==> src/rtl/nand_hamming_gen.sv <==
module nand_hamming_gen #(
  parameter int IDX_BITS = 8
) (
  input  logic                  clk,
  input  logic                  rst_n,
  input  logic                  start_i,
  input  logic                  valid_i,
  input  logic [7:0]            data_i,
  output logic                  done_o,
  output logic [2*IDX_BITS-1:0] row_code_o,
  output logic [7:0]            col_code_o
);

  localparam int ROW_W = 2 * IDX_BITS;
  localparam logic [IDX_BITS-1:0] LAST_IDX = '1;

  logic                open_q;
  logic [IDX_BITS-1:0] idx_q;
  logic [ROW_W-1:0]    row_q, row_nxt, row_code_q;
  logic [7:0]          col_q, col_nxt, col_code_q;
  logic                done_q;

  function automatic logic [7:0] fold_col(input logic [7:0] c);
    return {^(c & 8'hF0), ^(c & 8'h0F), ^(c & 8'hCC), ^(c & 8'h33),
            ^(c & 8'hAA), ^(c & 8'h55), 1'b0, ^c};
  endfunction

  wire                take     = valid_i & (start_i | open_q);
  wire [IDX_BITS-1:0] idx_cur  = start_i ? '0 : idx_q;
  wire [ROW_W-1:0]    row_base = start_i ? '0 : row_q;
  wire [7:0]          col_base = start_i ? 8'h00 : col_q;
  wire                hit      = take & (^data_i);
  wire                last     = take & (idx_cur == LAST_IDX);

  genvar k;
  generate
    for (k = 0; k < IDX_BITS; k++) begin : g_row
      assign row_nxt[2*k+1] = row_base[2*k+1] ^ (hit &  idx_cur[k]);
      assign row_nxt[2*k]   = row_base[2*k]   ^ (hit & ~idx_cur[k]);
    end
  endgenerate

  assign col_nxt = col_base ^ (take ? data_i : 8'h00);

  always_ff @(posedge clk or negedge rst_n) begin
    if (!rst_n) begin
      open_q     <= 1'b0;
      idx_q      <= '0;
      row_q      <= '0;
      col_q      <= 8'h00;
      row_code_q <= '0;
      col_code_q <= 8'h00;
      done_q     <= 1'b0;
    end else begin
      done_q <= last;
      if (start_i | take) begin
        row_q <= row_nxt;
        col_q <= col_nxt;
      end
      if (take)         idx_q <= idx_cur + 1'b1;
      else if (start_i) idx_q <= '0;
      if (last)         open_q <= 1'b0;
      else if (start_i) open_q <= 1'b1;
      if (last) begin
        row_code_q <= row_nxt;
        col_code_q <= fold_col(col_nxt);
      end
    end
  end

  assign done_o     = done_q;
  assign row_code_o = row_code_q;
  assign col_code_o = col_code_q;

endmodule


==> config.mk <==
export PLATFORM = sky130hd
export DESIGN_NAME = nand_hamming_gen
export DESIGN_NICKNAME = d
export VERILOG_FILES = /design/src/rtl/nand_hamming_gen.sv
export SDC_FILE = /design/constraint.sdc
export NUM_CORES = 1
export LEC_CHECK = 0
export CAP_MARGIN = 15
export CORE_AREA = 2 2 74 76
export CTS_CLUSTER_SIZE = 24
export DETAILED_ROUTE_END_ITERATION = 10
export DIE_AREA = 0 0 76 78
export PLACE_DENSITY = 0.81
export SETUP_SLACK_MARGIN = 0.1
export SLEW_MARGIN = 40
export SYNTH_ARGS = -nofsm -noshare
export SYNTH_HDL_FRONTEND = slang
export SYNTH_SLANG_ARGS = --single-unit
==> constraint.sdc <==
create_clock -name clk -period 2.85 [get_ports clk]
set_input_delay 0.57 -clock clk [delete_from_list [all_inputs] [get_ports clk]]
set_output_delay 0.57 -clock clk [all_outputs]
set_load 0.005 [all_outputs]
==> reports/qor.yml, run 1 <==
yosys:
  ys_seq_area_share_pct: 53.3
  yosysWarnings: 0
  ys_ff_latch: 57
  synth_cells: 264
  synth_xor_area_share_pct: 12.1
  ys_top_cells_by_area: "dfrtp_1, nand2_1, xnor2_1"
  synthAdderAreaFrac_pct: 0.468
  synth.top_cell.area_share_pct: 53.3
  synthSimpleGateAreaFrac_pct: 13.7
  syn_area_per_cell_um2: 10.1
  yosys.cell_types.count: 32
  synth_compound_area_share_pct: 12.9
  synth_top_family_by_area: "simple AND/OR/NAND/NOR gates"
  yosysTopAreaCell: "dfrtp_1"
  synthesis.nets: 277
  synthMuxAreaShare_pct: 3.37
  syn_area_um2: 2670
die:
  start_util_pct: 53.0
  num_rows: 26
  die-area_um2: 5930
  dieHeight_um: 78
  die_w_um: 76
  pin_count: 37
  coreArea_um2: 5040
pwr:
  ir_drop_mv: 0.408
  report.power.total_mw: 1.83
  comb_power_share_pct: 17.4
  power_frac_seq_pct: 49.6
  leakage_nw: 1.46
  clock_power_share_pct: 33.0
  intPower_mw: 1.33
  p_switching_mw: 0.501
  swShare_pct: 27.4
  power_density_nw_per_um2: 559
drt:
  num_vias: 2004
  wl_per_cell_um: 13.8
  drc: 0
  ant_nets: 0
  via_per_inst: 5.26
  drt-pass1-iter-count: 4
  drt_wl_total_um: 5260
  drtIter0Drc: 170
clock_network:
  cts_tree: "built"
  cts_buffers: 9
  cts.clk_slew.worst_paths_ps: 60
  clockBufferDepth: 2
  cts_sinks: 57
  post_cts_buffers: 0
  cts_root_buffer: "clkbuf_8"
  htree_levels: 3
  clkLatencyLatePin_ps: 330
grt:
  grt_use_total_pct: 20.2
  grt.met3_usage_pct: 4.53
  grt-busiest-layer: "met2"
  met1_usage_pct: 25.9
  grt_use_met2_pct: 31.7
  grt_antenna_before_repair: 0
  grt_pass1_vias: 2028
  grt_pass1_wl_um: 9350
  grt_max_degree: 58
  grt.overflow.total: 0
worst_setup_path:
  rrSetupSlack_ps: 490
  critPathMaxFanout: 10
  reg2reg_from: "open_q"
  critPathMaxStageDelay_ps: 510
  path_class: "in2reg"
  r2r_cells: 6
  critPathCaptureType: "flip-flop"
  startpoint: "start_i"
  critical-path-top-delay-family: "simple AND/OR/NAND/NOR gates"
  critical_path_arrival_ps: 2780
  endpoint: "row_code_o[10]"
  path_buf_inv: 2
  cp.depth: 8
  cp.required_ps: 3060
  cp_slowest_cell: "or4_4"
  r2r-end: "row_code_o[10]"
  crit_path_start_kind: "input pin"
  cp_cell_sequence: "clkdlybuf4s50_1, nor2b_1, ha_1, and3_1, nand3_2, or4_4, inv_2, mux2_1"
timing:
  fmax_mhz: 388
  setup_viol: 0
  hold_violations: 0
  finalSetupTns_ps: 0
  max_slew_margin_pct: 54.1
  period_share_pct: 90.4
  post-route-min-period_ps: 2580
  worst_slack_ps: 273
  drv_slew: 0
  rsz0062_at_grt: "no"
  worst_pin_slew_ps: 689
  fin_worst_skew_ps: 8.21
final_layout:
  layout-drive-gt1-share_pct: 11.6
  nets: 322
  fin_area_um2: 3270
  diodes: 0
  final_cell_mix: "dfrtp_1, nand2_1, clkdlybuf4s50_1"
  syn_to_final_growth_pct: 22.2
  layout_commonest_cell: "dfrtp_1"
  layout.cells.non_filler: 381
placed_design:
  port_buffers: 35
  gp_congestion: 0.846
  place_ws_ps: -61.0
  place_area_um2: 3110
  dpl.hpwl_um: 3720
  place_inst: 368
run_status:
  status: "finished clean"
min_path:
  hp-class: "in2async"
job:
  cap_violations: 0
timing repair:
item,4_1_cts,5_1_grt
setup endpoints to repair,0,4
hold buffers,0,0
resized for setup,0,1
cells in the mapped netlist (all sizes together):
master,number
dfrtp,57
nand2,47
nor2,24
o21ai,22
xnor2,20
xor2,16
a21oi,11
a22oi,9
buf,9
mux2,8
o22ai,8
clkbuf,6
o211ai,6
nand3,4
nor2b,4
inv,3
and2,2
nand4,2
a22o,1
and3,1
conb,1
ha,1
or3,1
or4,1
area by class of cell:
cell class,count,area [um^2]
tap,70,87.6
fill,388,1780
timing repair buffer,49,450
multi-input combinational,189,1140
sequential,57,1430
inverter,3,11.3
clock buffer,12,145
clock inverter,1,5.00
worst register-to-register path, stage by stage, from the launching register on:
cell and delay [ps]:
dfrtp_1 610, and2_1 280, and3_1 190, nand3_2 80, or4_4 510, inv_2 210
mux2_1 360
through the flow:
stage / utilization, % / hold slack, ps
3_5_place_dp: 61.8 / 467
6_report: 64.8 / 373
4_1_cts: 64.7 / 405
5_1_grt: 64.8 / 452
2_1_floorplan: - / 274
3_3_place_gp: 61.8 / 461
cell families after synthesis:
logic type / Yosys count
xor gates and xnor gates: 36
muxes: 8
DFF: 57
adders and majority gates: 1
other: 1
AOI/OAI and AO/OA: 57
and+or+nand+nor: 86
buffers and inverters: 18
layer usage:
| metal | wire [um] | share of wire, % |
|---|---|---|
| met2 | 2470 | 47 |
| met4 | 146 | 2.8 |
| met3 | 296 | 5.6 |
| met5 | 0 | 0 |
| met1 | 2350 | 45 |
how the worst min path moves through the flow:
stage                        startpoint             to  slack (ps)  cells after the start
after CTS                         rst_n       col_q[2]         410                      2
after detailed placement  col_code_o[7]  col_code_o[7]         470                      2
after global placement    col_code_o[7]  col_code_o[7]         460                      2
after floorplan                   rst_n  col_code_o[0]         270                      0
final                             rst_n       col_q[5]         370                      2
after global routing              rst_n       col_q[5]         450                      2
power by group through the flow:
stage                     clock, mW  combinational [mW]  sequential, mW
after detailed placement          0               0.318           0.920
after global routing          0.658               0.358           0.914
after CTS                     0.613               0.320           0.906
after global placement            0               0.304           0.914
final                         0.602               0.318           0.907
after floorplan                   0               0.225           0.909
flip-flops by register name, summed over array words and instances (netlist names):
register    flops
open_q          1
idx_q           8
col_q           8
row_code_o     16
col_code_o      7
row_q          16
done_o          1
Note: power is estimated with default switching activity, not from simulation.
==> run 2, diff against run 1 <==
- CORE_AREA: 2 2 74 76 -> 2 2 71 73
- DIE_AREA: 0 0 76 78 -> 0 0 73 75
- PLACE_DENSITY: 0.81 -> 0.87
- clock period: 2.85 -> 3.3 ns (I/O delays scaled with it)
==> reports/qor.yml, run 2 (synthesized netlist as in run 1, its figures left out) <==
pwr:
  ir_drop_mv: 0.285  # was 0.408 mV
  intPower_mw: 1.15  # was 1.33 mW
  power_frac_seq_pct: 48.7  # was 49.6%
  power_density_nw_per_um2: 500  # was 559 nW/um^2
  p_switching_mw: 0.460  # was 0.501 mW
  leakage_nw: 1.44  # was 1.46 nW
  comb_power_share_pct: 16.4  # was 17.4%
  swShare_pct: 28.6  # was 27.4%
  clock_power_share_pct: 34.9  # was 33.0%
clock_network:
  cts_tree: "built"  # unchanged
  post_cts_resized: 0  # unchanged
  post_cts_buffers: 0  # unchanged
  cts_sinks: 57  # unchanged
  hold_buffers: 0  # unchanged
  clockBufferDepth: 2  # unchanged
  cts_root_buffer: "clkbuf_8"  # unchanged
  cts.clk_slew.worst_paths_ps: 60  # about the same
  clkLatencyLatePin_ps: 340  # was 330 ps
  htree_levels: 3  # unchanged
  cts_buffers: 9  # unchanged
worst_setup_path:
  critPathMaxStageDelay_ps: 520  # was 510 ps
  cp_slowest_cell: "or4_4"  # unchanged
  critical-path-top-delay-family: "simple AND/OR/NAND/NOR gates"  # unchanged
  critical_path_arrival_ps: 2950  # was 2780 ps
  cp_cell_sequence: "clkdlybuf4s50_1, nor2b_1, ha_1, and3_1, nand3_2, or4_4, inv_2, mux2_2"  # was clkdlybuf4s50_1, nor2b_1, ha_1, and3_1, nand3_2, or4_4, inv_2, mux2_1
  critPathMaxFanout: 12  # was 10
  crit_path_start_kind: "input pin"  # unchanged
  r2r_cells: 6  # unchanged
  cp.depth: 8  # unchanged
  path_buf_inv: 2  # unchanged
  cp.required_ps: 3530  # was 3060 ps
  path_class: "in2reg"  # unchanged
  critPathCaptureType: "flip-flop"  # unchanged
die:
  num_rows: 25  # was 26
  dieHeight_um: 75  # was 78 um
  coreArea_um2: 4660  # was 5040 um^2
  die_w_um: 73  # was 76 um
  pin_count: 37  # unchanged
  die-area_um2: 5480  # was 5930 um^2
  start_util_pct: 57.4  # was 53.0%
drt:
  ant_nets: 0  # unchanged
  drt_wl_total_um: 5210  # was 5260 um
  wl_per_cell_um: 14.4  # was 13.8 um
  drc: 0  # unchanged
  via_per_inst: 5.60  # was 5.26
  drt-pass1-iter-count: 4  # unchanged
  drtIter0Drc: 185  # was 170
  num_vias: 2020  # was 2004
grt:
  grt_max_degree: 58  # unchanged
  grt_pass1_vias: 1895  # was 2028
  grt_pass1_wl_um: 8870  # was 9350 um
  grt_antenna_before_repair: 0  # unchanged
  grt_use_total_pct: 22.0  # was 20.2%
  grt.overflow.total: 0  # unchanged
timing:
  fmax_mhz: 367
  rsz0062_at_grt: "no"  # unchanged
  fin_worst_skew_ps: 6.79  # was 8.21 ps
  period_share_pct: 82.6
  max_slew_margin_pct: 52.8  # was 54.1%
  setup_viol: 0  # unchanged
  worst_slack_ps: 575  # was 273 ps
  drv_slew: 0  # unchanged
  hold_violations: 0  # unchanged
  finalSetupTns_ps: 0  # unchanged
  post-route-min-period_ps: 2730
  worst_pin_slew_ps: 709  # was 689 ps
placed_design:
  dpl.hpwl_um: 3510  # was 3720 um
  port_buffers: 35  # unchanged
  gp_congestion: 0.816  # was 0.846
  place_ws_ps: 238  # was -61.0 ps
  place_area_um2: 3040  # was 3110 um^2
final_layout:
  syn_to_final_growth_pct: 20.2  # was 22.2%
  nets: 315  # was 322
  layout_commonest_cell: "dfrtp_1"  # unchanged
  final_cell_mix: "dfrtp_1, nand2_1, clkdlybuf4s50_1"  # unchanged
  fin_area_um2: 3210  # was 3270 um^2
  diodes: 0  # unchanged
  layout-drive-gt1-share_pct: 10.7  # was 11.6%
run_status:
  status: "finished clean"  # unchanged
job:
  cap_violations: 0  # unchanged
min_path:
  hp-class: "in2async"  # unchanged
[run 2: final timing paths]
kind / startpoint / to / slack (ps)
max: start_i / row_code_o[2] / 570
max reg2reg: open_q / row_code_o[2] / 890
min in group clk: row_code_o[5] / row_code_o[5] / 480
min reg2reg: row_code_o[5] / row_code_o[5] / 480
min: rst_n / col_q[0] / 440
max in group asynchronous: rst_n / col_code_o[3] / 2380
[run 2: metrics by stage]
step / hold WS (ps) / total power [mW] / util, % / std cells
2_1_floorplan: 364 / 0.979 / - / 264
3_3_place_gp: 458 / 1.04 / 65.3 / 345
3_5_place_dp: 475 / 1.06 / 65.3 / 345
4_1_cts: 477 / 1.62 / 68.9 / 361
5_1_grt: 498 / 1.69 / 68.9 / 361
6_report: 438 / 1.61 / 68.9 / 361
[run 2: routing by layer]
layer  track usage [%]  vias to the layer above  share of wire, %
met5                 0                        -                 0
met3              5.62                       12               5.0
li1                  -                      967                 -
met4              12.1                        0               2.6
met2              33.7                       58                49
met1              28.7                      983                44
[run 2: final cells by class]
class | instances | area, um^2
fillers | 362 | 1450
repair buffers | 42 | 398
well taps | 54 | 67.6
inverters | 3 | 11.3
multi-input cells | 189 | 1140
flip-flops and latches | 57 | 1430
clock inverters | 6 | 33.8
clock buffers | 10 | 138
[run 2: power groups by stage]
stage | clock (mW) | sequential [mW] | combinational (mW)
2_1_floorplan | 0 | 0.785 | 0.194
3_3_place_gp | 0 | 0.789 | 0.255
3_5_place_dp | 0 | 0.793 | 0.264
4_1_cts | 0.568 | 0.781 | 0.266
5_1_grt | 0.602 | 0.787 | 0.299
6_report | 0.561 | 0.782 | 0.263
==> run 3, diff against run 2 <==
- CORE_AREA: 2 2 71 73 -> 2 2 74 76
- DIE_AREA: 0 0 73 75 -> 0 0 76 78
- PLACE_DENSITY: 0.87 -> 0.81
- clock period: 3.3 -> 2.7 ns (I/O delays scaled with it)
==> reports/qor.yml, run 3 (synthesized netlist as in run 1, its figures left out) <==
timing:
  drv_slew: 0  # unchanged
  worst_slack_ps: 169  # was 575 ps
  post-route-min-period_ps: 2530
  period_share_pct: 93.7
  hold_violations: 0  # unchanged
  worst_pin_slew_ps: 686  # was 709 ps
  fin_worst_skew_ps: 4.46  # was 6.79 ps
  rsz0062_at_grt: "no"  # unchanged
  max_slew_margin_pct: 54.3  # was 52.8%
  fmax_mhz: 395
  setup_viol: 0  # unchanged
final_layout:
  fill_cells: 407  # was 362
  layout_commonest_cell: "dfrtp_1"  # unchanged
  utilization_pct: 66.6  # was 68.9%
  nets: 329  # was 315
  final_cell_mix: "dfrtp_1, nand2_1, clkdlybuf4s50_1"  # unchanged
  layout-drive-gt1-share_pct: 14.7  # was 10.7%
  diodes: 0  # unchanged
  syn_to_final_growth_pct: 25.5  # was 20.2%
  layout.cells.non_filler: 390  # was 361
grt:
  grt_pass1_wl_um: 9110  # was 8870 um
  grt_pass1_vias: 1943  # was 1895
  grt_use_total_pct: 19.9  # was 22.0%
  grt_max_degree: 58  # unchanged
  grt_antenna_before_repair: 0  # unchanged
  grt.overflow.total: 0  # unchanged
worst_setup_path:
  critical-path-top-delay-family: "simple AND/OR/NAND/NOR gates"  # unchanged
  crit_path_start_kind: "input pin"  # unchanged
  cp.required_ps: 2910  # was 3530 ps
  path_buf_inv: 2  # unchanged
  critPathMaxStageDelay_ps: 520  # about the same
  critical_path_arrival_ps: 2740  # was 2950 ps
  cp_slowest_cell: "or4_4"  # unchanged
  path_class: "in2reg"  # unchanged
  critPathCaptureType: "flip-flop"  # unchanged
  cp_cell_sequence: "clkdlybuf4s50_1, nor2b_2, ha_1, and3_1, nand3_2, or4_4, inv_4, mux2_1"  # was clkdlybuf4s50_1, nor2b_1, ha_1, and3_1, nand3_2, or4_4, inv_2, mux2_2
  critPathMaxFanout: 10  # was 12
clock_network:
  clockBufferDepth: 2  # unchanged
  cts_buffers: 9  # unchanged
  htree_levels: 3  # unchanged
  cts_sinks: 57  # unchanged
  clkLatencyLatePin_ps: 340  # about the same
  hold_buffers: 0  # unchanged
  cts_root_buffer: "clkbuf_8"  # unchanged
  cts.clk_slew.worst_paths_ps: 60  # about the same
  cts_tree: "built"  # unchanged
drt:
  wl_met3_um: 177  # was 259 um
  drt-pass1-iter-count: 4  # unchanged
  drtIter0Drc: 154  # was 185
  num_vias: 2000  # was 2020
  wl_per_cell_um: 13.3  # was 14.4 um
  highest_layer: "met4"  # unchanged
  drc: 0  # unchanged
  via_per_inst: 5.13  # was 5.60
  drt_wl_total_um: 5210  # about the same
  ant_nets: 0  # unchanged
  route.met2.wl_um: 2440  # was 2530 um
  met1Wirelength_um: 2460  # was 2280 um
die:
  dieHeight_um: 78  # was 75 um
  die-area_um2: 5930  # was 5480 um^2
  num_rows: 26  # was 25
  start_util_pct: 53.0  # was 57.4%
  coreArea_um2: 5040  # was 4660 um^2
  pin_count: 37  # unchanged
  die_w_um: 76  # was 73 um
placed_design:
  dpl.hpwl_um: 3650  # was 3510 um
  place_ws_ps: -193  # was 238 ps
  gp_congestion: 0.889  # was 0.816
  place_inst: 375  # was 345
  port_buffers: 35  # unchanged
min_path:
  hp-class: "in2async"  # unchanged
pwr:
  ir_drop_mv: 0.381  # was 0.285 mV
  leakage_nw: 1.51  # was 1.44 nW
  report.power.total_mw: 2.03  # was 1.61 mW
  power_density_nw_per_um2: 605  # was 500 nW/um^2
run_status:
  status: "finished clean"  # unchanged
job:
  cap_violations: 0  # unchanged
==> run 3: changes by cell type in the layout (fill, tap and decap cells not counted), sizes merged <==
cell      before  now
clkinvlp       0    1
clkbuf        10   13
clkinv         6    1
buf            8   22
==> run 3: path summary, 6_finish.rpt <==
path	startpoint	endpoint	slack (ps)	depth (start not counted)
max in group asynchronous	rst_n	col_q[1]	1910	2
hold / removal	rst_n	col_q[5]	320	2
min in group clk	col_code_o[6]	col_code_o[6]	470	2
setup reg to reg	open_q	row_code_o[4]	470	6
hold reg to reg	col_code_o[6]	col_code_o[6]	470	2
setup / recovery	start_i	row_code_o[4]	170	8
==> run 3: what timing repair did <==
item	CTS	global route
setup buffers	0	0
endpoints found under the setup margin	0	8
resized for setup	0	3
==> run 3: layout make-up <==
class | instances | area (um^2) | share of cell area (%)
inverters | 3 | 13.8 | 0.410
clock buffers | 13 | 169 | 5.03
multi-input cells | 189 | 1140 | 34.1
flip-flops and latches | 57 | 1430 | 42.5
repair buffers | 56 | 503 | 15.0
well taps | 70 | 87.6 | 2.61
clock inverters | 2 | 12.5 | 0.373
==> run 3: power by group <==
part           switching, mW  internal, mW
registers             0.0359         0.919
clock network          0.320         0.401
logic                  0.197         0.158
total                  0.553          1.48
==> run 3: worst register-to-register path, cell delays in order (launching register included) <==
cell and delay, ps:
dfrtp_1 590, and2_1 220, and3_1 180, nand3_2 90, or4_4 520, inv_4 150, mux2_1 360
==> run 3: through the flow <==
| stage | TNS [ps] | cell area (um^2) | hold WS [ps] |
|---|---|---|---|
| after floorplan | 0 | 2670 | 244 |
| after global placement | -559 | 3170 | 461 |
| after detailed placement | -1740 | 3170 | 468 |
| after CTS | 0 | 3350 | 355 |
| after global routing | 0 | 3360 | 402 |
| final | 0 | 3360 | 318 |
==> run 3: layer usage <==
metal	vias to the layer above	global-route usage (%)
li1	993	-
met1	953	26.2
met2	42	30.5
met3	12	4.30
met4	0	12.2
met5	-	0
